===== config.mk =====
export PLATFORM = sky130hd
export DESIGN_NAME = panel_cmd_bus
export DESIGN_NICKNAME = d
export VERILOG_FILES = /design/src/rtl/panel_cmd_bus_pkg.sv /design/src/rtl/panel_bus_seq.sv /design/src/rtl/panel_bus_regs.sv /design/src/rtl/panel_cmd_bus.sv
export SDC_FILE = /design/constraint.sdc
export NUM_CORES = 1
export LEC_CHECK = 0
export ABC_CLOCK_PERIOD_IN_PS = 2550
export BUFFER_PORTS_ARGS = -buffer_cell sky130_fd_sc_hd__buf_4
export CORE_MARGIN = 8
export CORE_UTILIZATION = 39
export CTS_CLUSTER_DIAMETER = 60
export DETAILED_ROUTE_END_ITERATION = 16
export PLACE_DENSITY_LB_ADDON = 0.25
export SLEW_MARGIN = 20
export SYNTH_ARGS = -nofsm -noshare
export SYNTH_HDL_FRONTEND = slang
export SYNTH_SLANG_ARGS = --single-unit
export TNS_END_PERCENT = 20

===== constraint.sdc =====
create_clock -name clk_i -period 2.55 [get_ports clk_i]
set_input_delay 0 -clock clk_i [delete_from_list [all_inputs] [get_ports clk_i]]
set_output_delay 0 -clock clk_i [all_outputs]
set_load 0.005 [all_outputs]

===== src/rtl/panel_cmd_bus_pkg.sv =====
package panel_cmd_bus_pkg;
  typedef enum logic [1:0] {PH_IDLE, PH_SETUP, PH_STROBE, PH_HOLD} phase_e;

  localparam logic [2:0] ADDR_WDATA = 3'd0;
  localparam logic [2:0] ADDR_RDATA = 3'd1;
  localparam logic [2:0] ADDR_WTRIG = 3'd2;
  localparam logic [2:0] ADDR_RTRIG = 3'd3;
  localparam logic [2:0] ADDR_STAT  = 3'd4;

  localparam int BIT_VALID = 28;
  localparam int BIT_RS    = 24;
  localparam int BIT_GO    = 0;
  localparam int BIT_CHAN  = 1;
  localparam int BIT_BUSY  = 1;
endpackage


===== src/rtl/panel_bus_seq.sv =====
module panel_bus_seq
  import panel_cmd_bus_pkg::*;
#(
  parameter int NCH        = 2,
  parameter int DW         = 16,
  parameter int SETUP_CYC  = 2,
  parameter int STROBE_CYC = 3,
  parameter int HOLD_CYC   = 2,
  localparam int CH_W  = (NCH > 1) ? $clog2(NCH) : 1,
  localparam int MAXC  = (SETUP_CYC > STROBE_CYC) ?
                         ((SETUP_CYC > HOLD_CYC) ? SETUP_CYC : HOLD_CYC) :
                         ((STROBE_CYC > HOLD_CYC) ? STROBE_CYC : HOLD_CYC),
  localparam int CNT_W = (MAXC > 1) ? $clog2(MAXC) : 1
) (
  input  logic            clk_i,
  input  logic            rst_ni,
  input  logic            start_i,
  input  logic            read_i,
  input  logic [CH_W-1:0] chan_i,
  input  logic            rs_i,
  input  logic [DW-1:0]   data_i,
  input  logic [DW-1:0]   db_i,
  output logic            busy_o,
  output logic [NCH-1:0]  cs_no,
  output logic            rs_o,
  output logic            wr_no,
  output logic            rd_no,
  output logic [DW-1:0]   db_o,
  output logic            db_oe_o,
  output logic            cap_valid_o,
  output logic [DW-1:0]   cap_data_o
);
  localparam logic [CNT_W-1:0] SETUP_LD  = CNT_W'(SETUP_CYC - 1);
  localparam logic [CNT_W-1:0] STROBE_LD = CNT_W'(STROBE_CYC - 1);
  localparam logic [CNT_W-1:0] HOLD_LD   = CNT_W'(HOLD_CYC - 1);

  phase_e           ph_q;
  logic [CNT_W-1:0] cnt_q;
  logic [CH_W-1:0]  chan_q;
  logic             rd_q, rs_q;
  logic [DW-1:0]    data_q;
  logic             last;

  assign last = (cnt_q == '0);

  always_ff @(posedge clk_i or negedge rst_ni) begin
    if (!rst_ni) begin
      ph_q        <= PH_IDLE;
      cnt_q       <= '0;
      chan_q      <= '0;
      rd_q        <= 1'b0;
      rs_q        <= 1'b0;
      data_q      <= '0;
      cap_valid_o <= 1'b0;
      cap_data_o  <= '0;
    end else begin
      cap_valid_o <= 1'b0;
      unique case (ph_q)
        PH_IDLE: if (start_i) begin
          ph_q   <= PH_SETUP;
          cnt_q  <= SETUP_LD;
          chan_q <= chan_i;
          rd_q   <= read_i;
          rs_q   <= rs_i;
          data_q <= data_i;
        end
        PH_SETUP: if (last) begin
          ph_q  <= PH_STROBE;
          cnt_q <= STROBE_LD;
        end else cnt_q <= cnt_q - 1'b1;
        PH_STROBE: if (last) begin
          ph_q  <= PH_HOLD;
          cnt_q <= HOLD_LD;
          // sample the panel at the end of the read strobe
          if (rd_q) begin
            cap_valid_o <= 1'b1;
            cap_data_o  <= db_i;
          end
        end else cnt_q <= cnt_q - 1'b1;
        PH_HOLD: if (last) ph_q <= PH_IDLE;
                 else cnt_q <= cnt_q - 1'b1;
        default: ph_q <= PH_IDLE;
      endcase
    end
  end

  assign busy_o  = (ph_q != PH_IDLE);
  assign rs_o    = rs_q;
  assign db_o    = data_q;
  assign db_oe_o = busy_o && !rd_q;
  assign wr_no   = !((ph_q == PH_STROBE) && !rd_q);
  assign rd_no   = !((ph_q == PH_STROBE) && rd_q);

  for (genvar i = 0; i < NCH; i++) begin : g_cs
    assign cs_no[i] = !(busy_o && (chan_q == CH_W'(i)));
  end

  p_one_cs_r3: assert property (@(posedge clk_i) disable iff (!rst_ni)
    $onehot0(~cs_no));
  p_cs_stable_r7: assert property (@(posedge clk_i) disable iff (!rst_ni)
    busy_o && $past(busy_o) |-> $stable(cs_no));
  p_strobe_excl_r5: assert property (@(posedge clk_i) disable iff (!rst_ni)
    !(!wr_no && !rd_no));
  p_wr_drives_r5: assert property (@(posedge clk_i) disable iff (!rst_ni)
    !wr_no |-> db_oe_o && !(&cs_no));
  p_rd_release_r6: assert property (@(posedge clk_i) disable iff (!rst_ni)
    !rd_no |-> !db_oe_o);
  p_strobe_gap_r5: assert property (@(posedge clk_i) disable iff (!rst_ni)
    $fell(wr_no) || $fell(rd_no) |-> $past(busy_o));
endmodule


===== src/rtl/panel_bus_regs.sv =====
module panel_bus_regs
  import panel_cmd_bus_pkg::*;
#(
  parameter int NCH = 2,
  parameter int DW  = 16,
  localparam int CH_W = (NCH > 1) ? $clog2(NCH) : 1
) (
  input  logic            clk_i,
  input  logic            rst_ni,
  input  logic            reg_we_i,
  input  logic [2:0]      reg_addr_i,
  input  logic [31:0]     reg_wdata_i,
  output logic [31:0]     reg_rdata_o,
  input  logic            busy_i,
  input  logic            cap_valid_i,
  input  logic [DW-1:0]   cap_data_i,
  output logic            start_o,
  output logic            read_o,
  output logic [CH_W-1:0] chan_o,
  output logic            rs_o,
  output logic [DW-1:0]   data_o
);
  logic [31:0]   wdata_q;
  logic          rd_rs_q;
  logic [DW-1:0] rd_data_q;
  logic          wr_go, rd_go;

  assign wr_go = reg_we_i && (reg_addr_i == ADDR_WTRIG) && reg_wdata_i[BIT_GO]
                 && wdata_q[BIT_VALID] && !busy_i;
  assign rd_go = reg_we_i && (reg_addr_i == ADDR_RTRIG) && reg_wdata_i[BIT_GO]
                 && !busy_i;

  assign start_o = wr_go || rd_go;
  assign read_o  = rd_go;
  assign chan_o  = CH_W'(reg_wdata_i[BIT_CHAN]);
  assign rs_o    = rd_go ? rd_rs_q : wdata_q[BIT_RS];
  assign data_o  = wdata_q[DW-1:0];

  always_ff @(posedge clk_i or negedge rst_ni) begin
    if (!rst_ni) begin
      wdata_q   <= '0;
      rd_rs_q   <= 1'b0;
      rd_data_q <= '0;
    end else begin
      if (reg_we_i && reg_addr_i == ADDR_WDATA) wdata_q <= reg_wdata_i;
      if (reg_we_i && reg_addr_i == ADDR_RDATA) rd_rs_q <= reg_wdata_i[BIT_RS];
      if (cap_valid_i) rd_data_q <= cap_data_i;
    end
  end

  always_comb begin
    reg_rdata_o = '0;
    unique case (reg_addr_i)
      ADDR_WDATA: reg_rdata_o = wdata_q;
      ADDR_RDATA: begin
        reg_rdata_o[DW-1:0]   = rd_data_q;
        reg_rdata_o[BIT_RS]   = rd_rs_q;
      end
      ADDR_STAT:  reg_rdata_o[BIT_BUSY] = busy_i;
      default:    reg_rdata_o = '0;
    endcase
  end

  p_no_start_busy_r7: assert property (@(posedge clk_i) disable iff (!rst_ni)
    busy_i |-> !start_o);
  p_need_valid_r8: assert property (@(posedge clk_i) disable iff (!rst_ni)
    start_o && !read_o |-> wdata_q[BIT_VALID]);
endmodule


===== src/rtl/panel_cmd_bus.sv =====
module panel_cmd_bus
  import panel_cmd_bus_pkg::*;
#(
  parameter int NCH        = 2,
  parameter int DW         = 16,
  parameter int SETUP_CYC  = 2,
  parameter int STROBE_CYC = 3,
  parameter int HOLD_CYC   = 2,
  localparam int CH_W = (NCH > 1) ? $clog2(NCH) : 1
) (
  input  logic           clk_i,
  input  logic           rst_ni,
  input  logic           reg_we_i,
  input  logic [2:0]     reg_addr_i,
  input  logic [31:0]    reg_wdata_i,
  output logic [31:0]    reg_rdata_o,
  output logic [NCH-1:0] cs_no,
  output logic           rs_o,
  output logic           wr_no,
  output logic           rd_no,
  output logic [DW-1:0]  db_o,
  output logic           db_oe_o,
  input  logic [DW-1:0]  db_i
);
  logic            busy, start, read, rs, cap_valid;
  logic [CH_W-1:0] chan;
  logic [DW-1:0]   data, cap_data;

  panel_bus_regs #(.NCH(NCH), .DW(DW)) u_regs (
    .clk_i, .rst_ni, .reg_we_i, .reg_addr_i, .reg_wdata_i, .reg_rdata_o,
    .busy_i(busy), .cap_valid_i(cap_valid), .cap_data_i(cap_data),
    .start_o(start), .read_o(read), .chan_o(chan), .rs_o(rs), .data_o(data)
  );

  panel_bus_seq #(.NCH(NCH), .DW(DW), .SETUP_CYC(SETUP_CYC),
                  .STROBE_CYC(STROBE_CYC), .HOLD_CYC(HOLD_CYC)) u_seq (
    .clk_i, .rst_ni, .start_i(start), .read_i(read), .chan_i(chan),
    .rs_i(rs), .data_i(data), .db_i, .busy_o(busy), .cs_no, .rs_o,
    .wr_no, .rd_no, .db_o, .db_oe_o, .cap_valid_o(cap_valid),
    .cap_data_o(cap_data)
  );

  p_busy_after_go_r2: assert property (@(posedge clk_i) disable iff (!rst_ni)
    start |=> reg_rdata_o[BIT_BUSY] || reg_addr_i != ADDR_STAT);
  p_cs_needs_busy_r3: assert property (@(posedge clk_i) disable iff (!rst_ni)
    !(&cs_no) |-> busy);
endmodule


==> results.sh <==
export IMPL_fp_row_count=36
export IMPL_dp_cells=499
export IMPL_area_growth_syn_to_layout_pct=42.3
export IMPL_rr_worst_depth=6
export IMPL_min_from="reg_addr_i[1]"
export IMPL_cp_data_arrival_time_ns=2.34
export IMPL_grt_max_degree=46
export IMPL_ys_seq_area_share_pct=57.1
export IMPL_diodes=0
export IMPL_grt_setup_unrepaired="false"
export IMPL_grt_overflow=0
export IMPL_die_w_um=116
export IMPL_cts_htree_levels=3
export IMPL_die_area_mm2=0.0135
export IMPL_fill_cells=841
export IMPL_antenna_found_initial=0
export IMPL_final_nets=489
export IMPL_final_common_cell="buf_4"
export IMPL_wirelength_um=9190
export IMPL_crit_fanout=12
export IMPL_hold_path_class="primary input to register"
export IMPL_synth_cell_area_mm2=0.00390
export IMPL_vdd_ir_drop_max_mv=0.354
export IMPL_viasPerCell=4.69
export IMPL_routabilityCongestion=0.778
export IMPL_hold_path_depth=4
export IMPL_firstDrtPassIters=4
export IMPL_root_buffer="clkbuf_8"
export IMPL_port_buffer_count=107
export IMPL_grt_pass1_vias=2925
export IMPL_maxCapViolations=0
export IMPL_clk_insertion_delay_late_ns=0.35
export IMPL_drt_initial_drc_count=61
export IMPL_ctsResizeCount=0
export IMPL_post_cts_repair_setup_buffers=0
export IMPL_synth_compound_area_share_pct=7.28
export IMPL_cts_buffers=9
export IMPL_layout_common_cells="buf_4, dfrtp_1, dlygate4sd3_1"
export IMPL_fin_cells=566
export IMPL_synth_top_area_share_pct=57.1
export IMPL_min_period_ns=2.11
export IMPL_fin_crit_sh_pct=82.6
export IMPL_max_freq_ghz=0.475
export IMPL_pwr_density_cell_mw_per_mm2=878
export IMPL_status="finished, final reports clean"
export IMPL_synth_distinct_cells=35
export IMPL_vias=2654
export IMPL_hold_worst_slack_ns=0.0872
export IMPL_crit_path_end_kind="register"
export IMPL_slowest_stage="dfrtp_1"
export IMPL_synth_fa_ha_area_share_pct=2.24
export IMPL_crit_path_start_kind="register"
export IMPL_drive_gt1_share_pct=43.9
export IMPL_synthSimpleGateAreaFrac_pct=5.93
export IMPL_ant_nets=0
export IMPL_syn_nets=330
export IMPL_route_detailed_drc=0
export IMPL_avgSynthCellArea_um2=14.5
export IMPL_synth_warnings=0
export IMPL_reg2reg_to="u_seq.db_o[8]"
export IMPL_grt_pass1_wl_um=14900
export IMPL_critPathRequiredTime_ns=2.79
export IMPL_worstSetupPathType="register to register"
export IMPL_relSlewSlack_pct=44.1
export IMPL_setup_viol=0
export IMPL_reg2reg_from="u_seq.ph_q[0]"
export IMPL_synth_area_leaders="dfrtp_1, mux2_2, mux2_1, a22o_1, mux2_4"
export IMPL_synth_async_reset_ratio_pct=100
export IMPL_tightest_slew_ns=0.839
export IMPL_synth_top_family_by_area="multiplexers"
export IMPL_fin_setup_tns_ns=0
export IMPL_dp_hpwl_um=6390
export IMPL_synthCells=269
export IMPL_cts_buffer_depth=2
export IMPL_critPathMaxStageDelay_ns=0.42
export IMPL_crit_chain="inv_1 > ha_1 > and3b_4 > o2111ai_4 > buf_4 > mux2_4"
export IMPL_synthMuxAreaShare_pct=24.8
export IMPL_io_pins=108
export IMPL_ys_ff_latch=89
export IMPL_wire_per_inst_um=16.2
export IMPL_synth_edf_count=0
export IMPL_clock_sinks=89
export IMPL_start_util_pct=40.1
export IMPL_finalMaxSlewViolations=0
export IMPL_yosys_area_share_xor_xnor_pct=0
export IMPL_grt_use_total_pct=14.2
export IMPL_die_y_um=116
export IMPL_finalHoldViolCount=0
export IMPL_cts_tree="built"
export IMPL_fin_skew_ns=0.00937
export IMPL_r2r_slack_ns=0.44
export IMPL_path_clk_slew_ns=0.09
export IMPL_hold_end="u_regs.rd_rs_q"
export IMPL_synth_main_ff_cell="dfrtp_1"
export IMPL_core_area_mm2=0.00973
export IMPL_leakagePower_nw=2.64
export IMPL_synth_area_leader_cell="dfrtp_1"
power by group:
group	internal, W	leakage, nW	switching [W]
logic	0.00100	1.45	0.000567
registers	0.00196	1.09	0.000356
clock network	0.000486	0.0962	0.000511
worst max-delay path by stage:
stage             startpoint              to  slack [ns]  cells after the start
2_1_floorplan  u_seq.ph_q[0]   u_seq.ph_q[1]        0.75                      7
5_1_grt        u_seq.ph_q[0]   u_seq.db_o[6]        0.37                      6
3_5_place_dp   u_seq.ph_q[0]  u_seq.db_o[13]        0.46                      6
4_1_cts        u_seq.ph_q[0]   u_seq.db_o[7]        0.46                      6
6_report       u_seq.ph_q[0]   u_seq.db_o[8]        0.44                      6
3_3_place_gp   u_seq.ph_q[0]  u_seq.db_o[13]        0.54                      6
per-layer routing:
layer  vias up  wire length [µm]  global-route usage (%)
li1       1274                 -                       -
met1      1296              4160                    17.6
met2        71              4310                    22.8
met3        13               495                    3.18
met4         0               226                    6.91
met5         -                 0                       0
per-stage QoR:
stage	instance area (µm²)	total power, W	util (%)	setup slack, ns
after floorplan	3900	0.00319	-	0.750
final	5550	0.00488	57.1	0.444
after global placement	4840	0.00380	49.7	0.537
after global routing	5550	0.00519	57.1	0.367
after detailed placement	4840	0.00388	49.7	0.459
after CTS	5550	0.00494	57.1	0.463
synth_stat cells, types with 3 or more instances:
cell type and n:
clkbuf_1 4, nand2_1 6, buf_4 5, ha_1 7
dfrtp_1 89, a22o_1 17, and2_1 16, inv_1 6
nor2_1 7, mux2_2 44, a21oi_1 3, buf_2 4
mux2_4 9, mux2_1 29
critical path: cells and delay by family (launching register included):
family / cells / cell delay [ns]
buffers and inverters: 2 / 0.38
DFF: 1 / 0.42
muxes: 1 / 0.31
AOI/OAI and AO/OA: 1 / 0.20
and+or+nand+nor: 1 / 0.27
adders and majority gates: 1 / 0.41
sequential cells by signal, summed over array words and instances (netlist names):
name / cells
u_regs.rd_data_q: 16
u_regs.rd_rs_q: 1
u_regs.wdata_q: 32
u_seq.cap_data_o: 16
u_seq.cap_valid_o: 1
u_seq.chan_q: 1
u_seq.cnt_q: 2
u_seq.db_o: 16
u_seq.ph_q: 2
u_seq.rd_q: 1
u_seq.rs_o: 1
area by class of cell:
type	instances	area, µm²	area share, %
inverter	6	22.5	0.405
tap	133	166	3.00
sequential	89	2230	40.1
clock buffer	11	141	2.55
timing repair buffer	162	1360	24.4
multi-input combinational	160	1580	28.4
clock inverter	5	62.6	1.13
cells by family after synthesis:
| family | count (synthesis) |
|---|---|
| AOI/OAI and AO/OA | 31 |
| adders and majority gates | 7 |
| buffers and inverters | 20 |
| DFF | 89 |
| muxes | 83 |
| and+or+nand+nor | 39 |
timing repair:
item,4_1_cts,5_1_grt
endpoints found under the hold margin,95,0
hold buffers,51,0
endpoints found under the setup margin,0,0
Note: power is estimated with default switching activity, not from simulation.
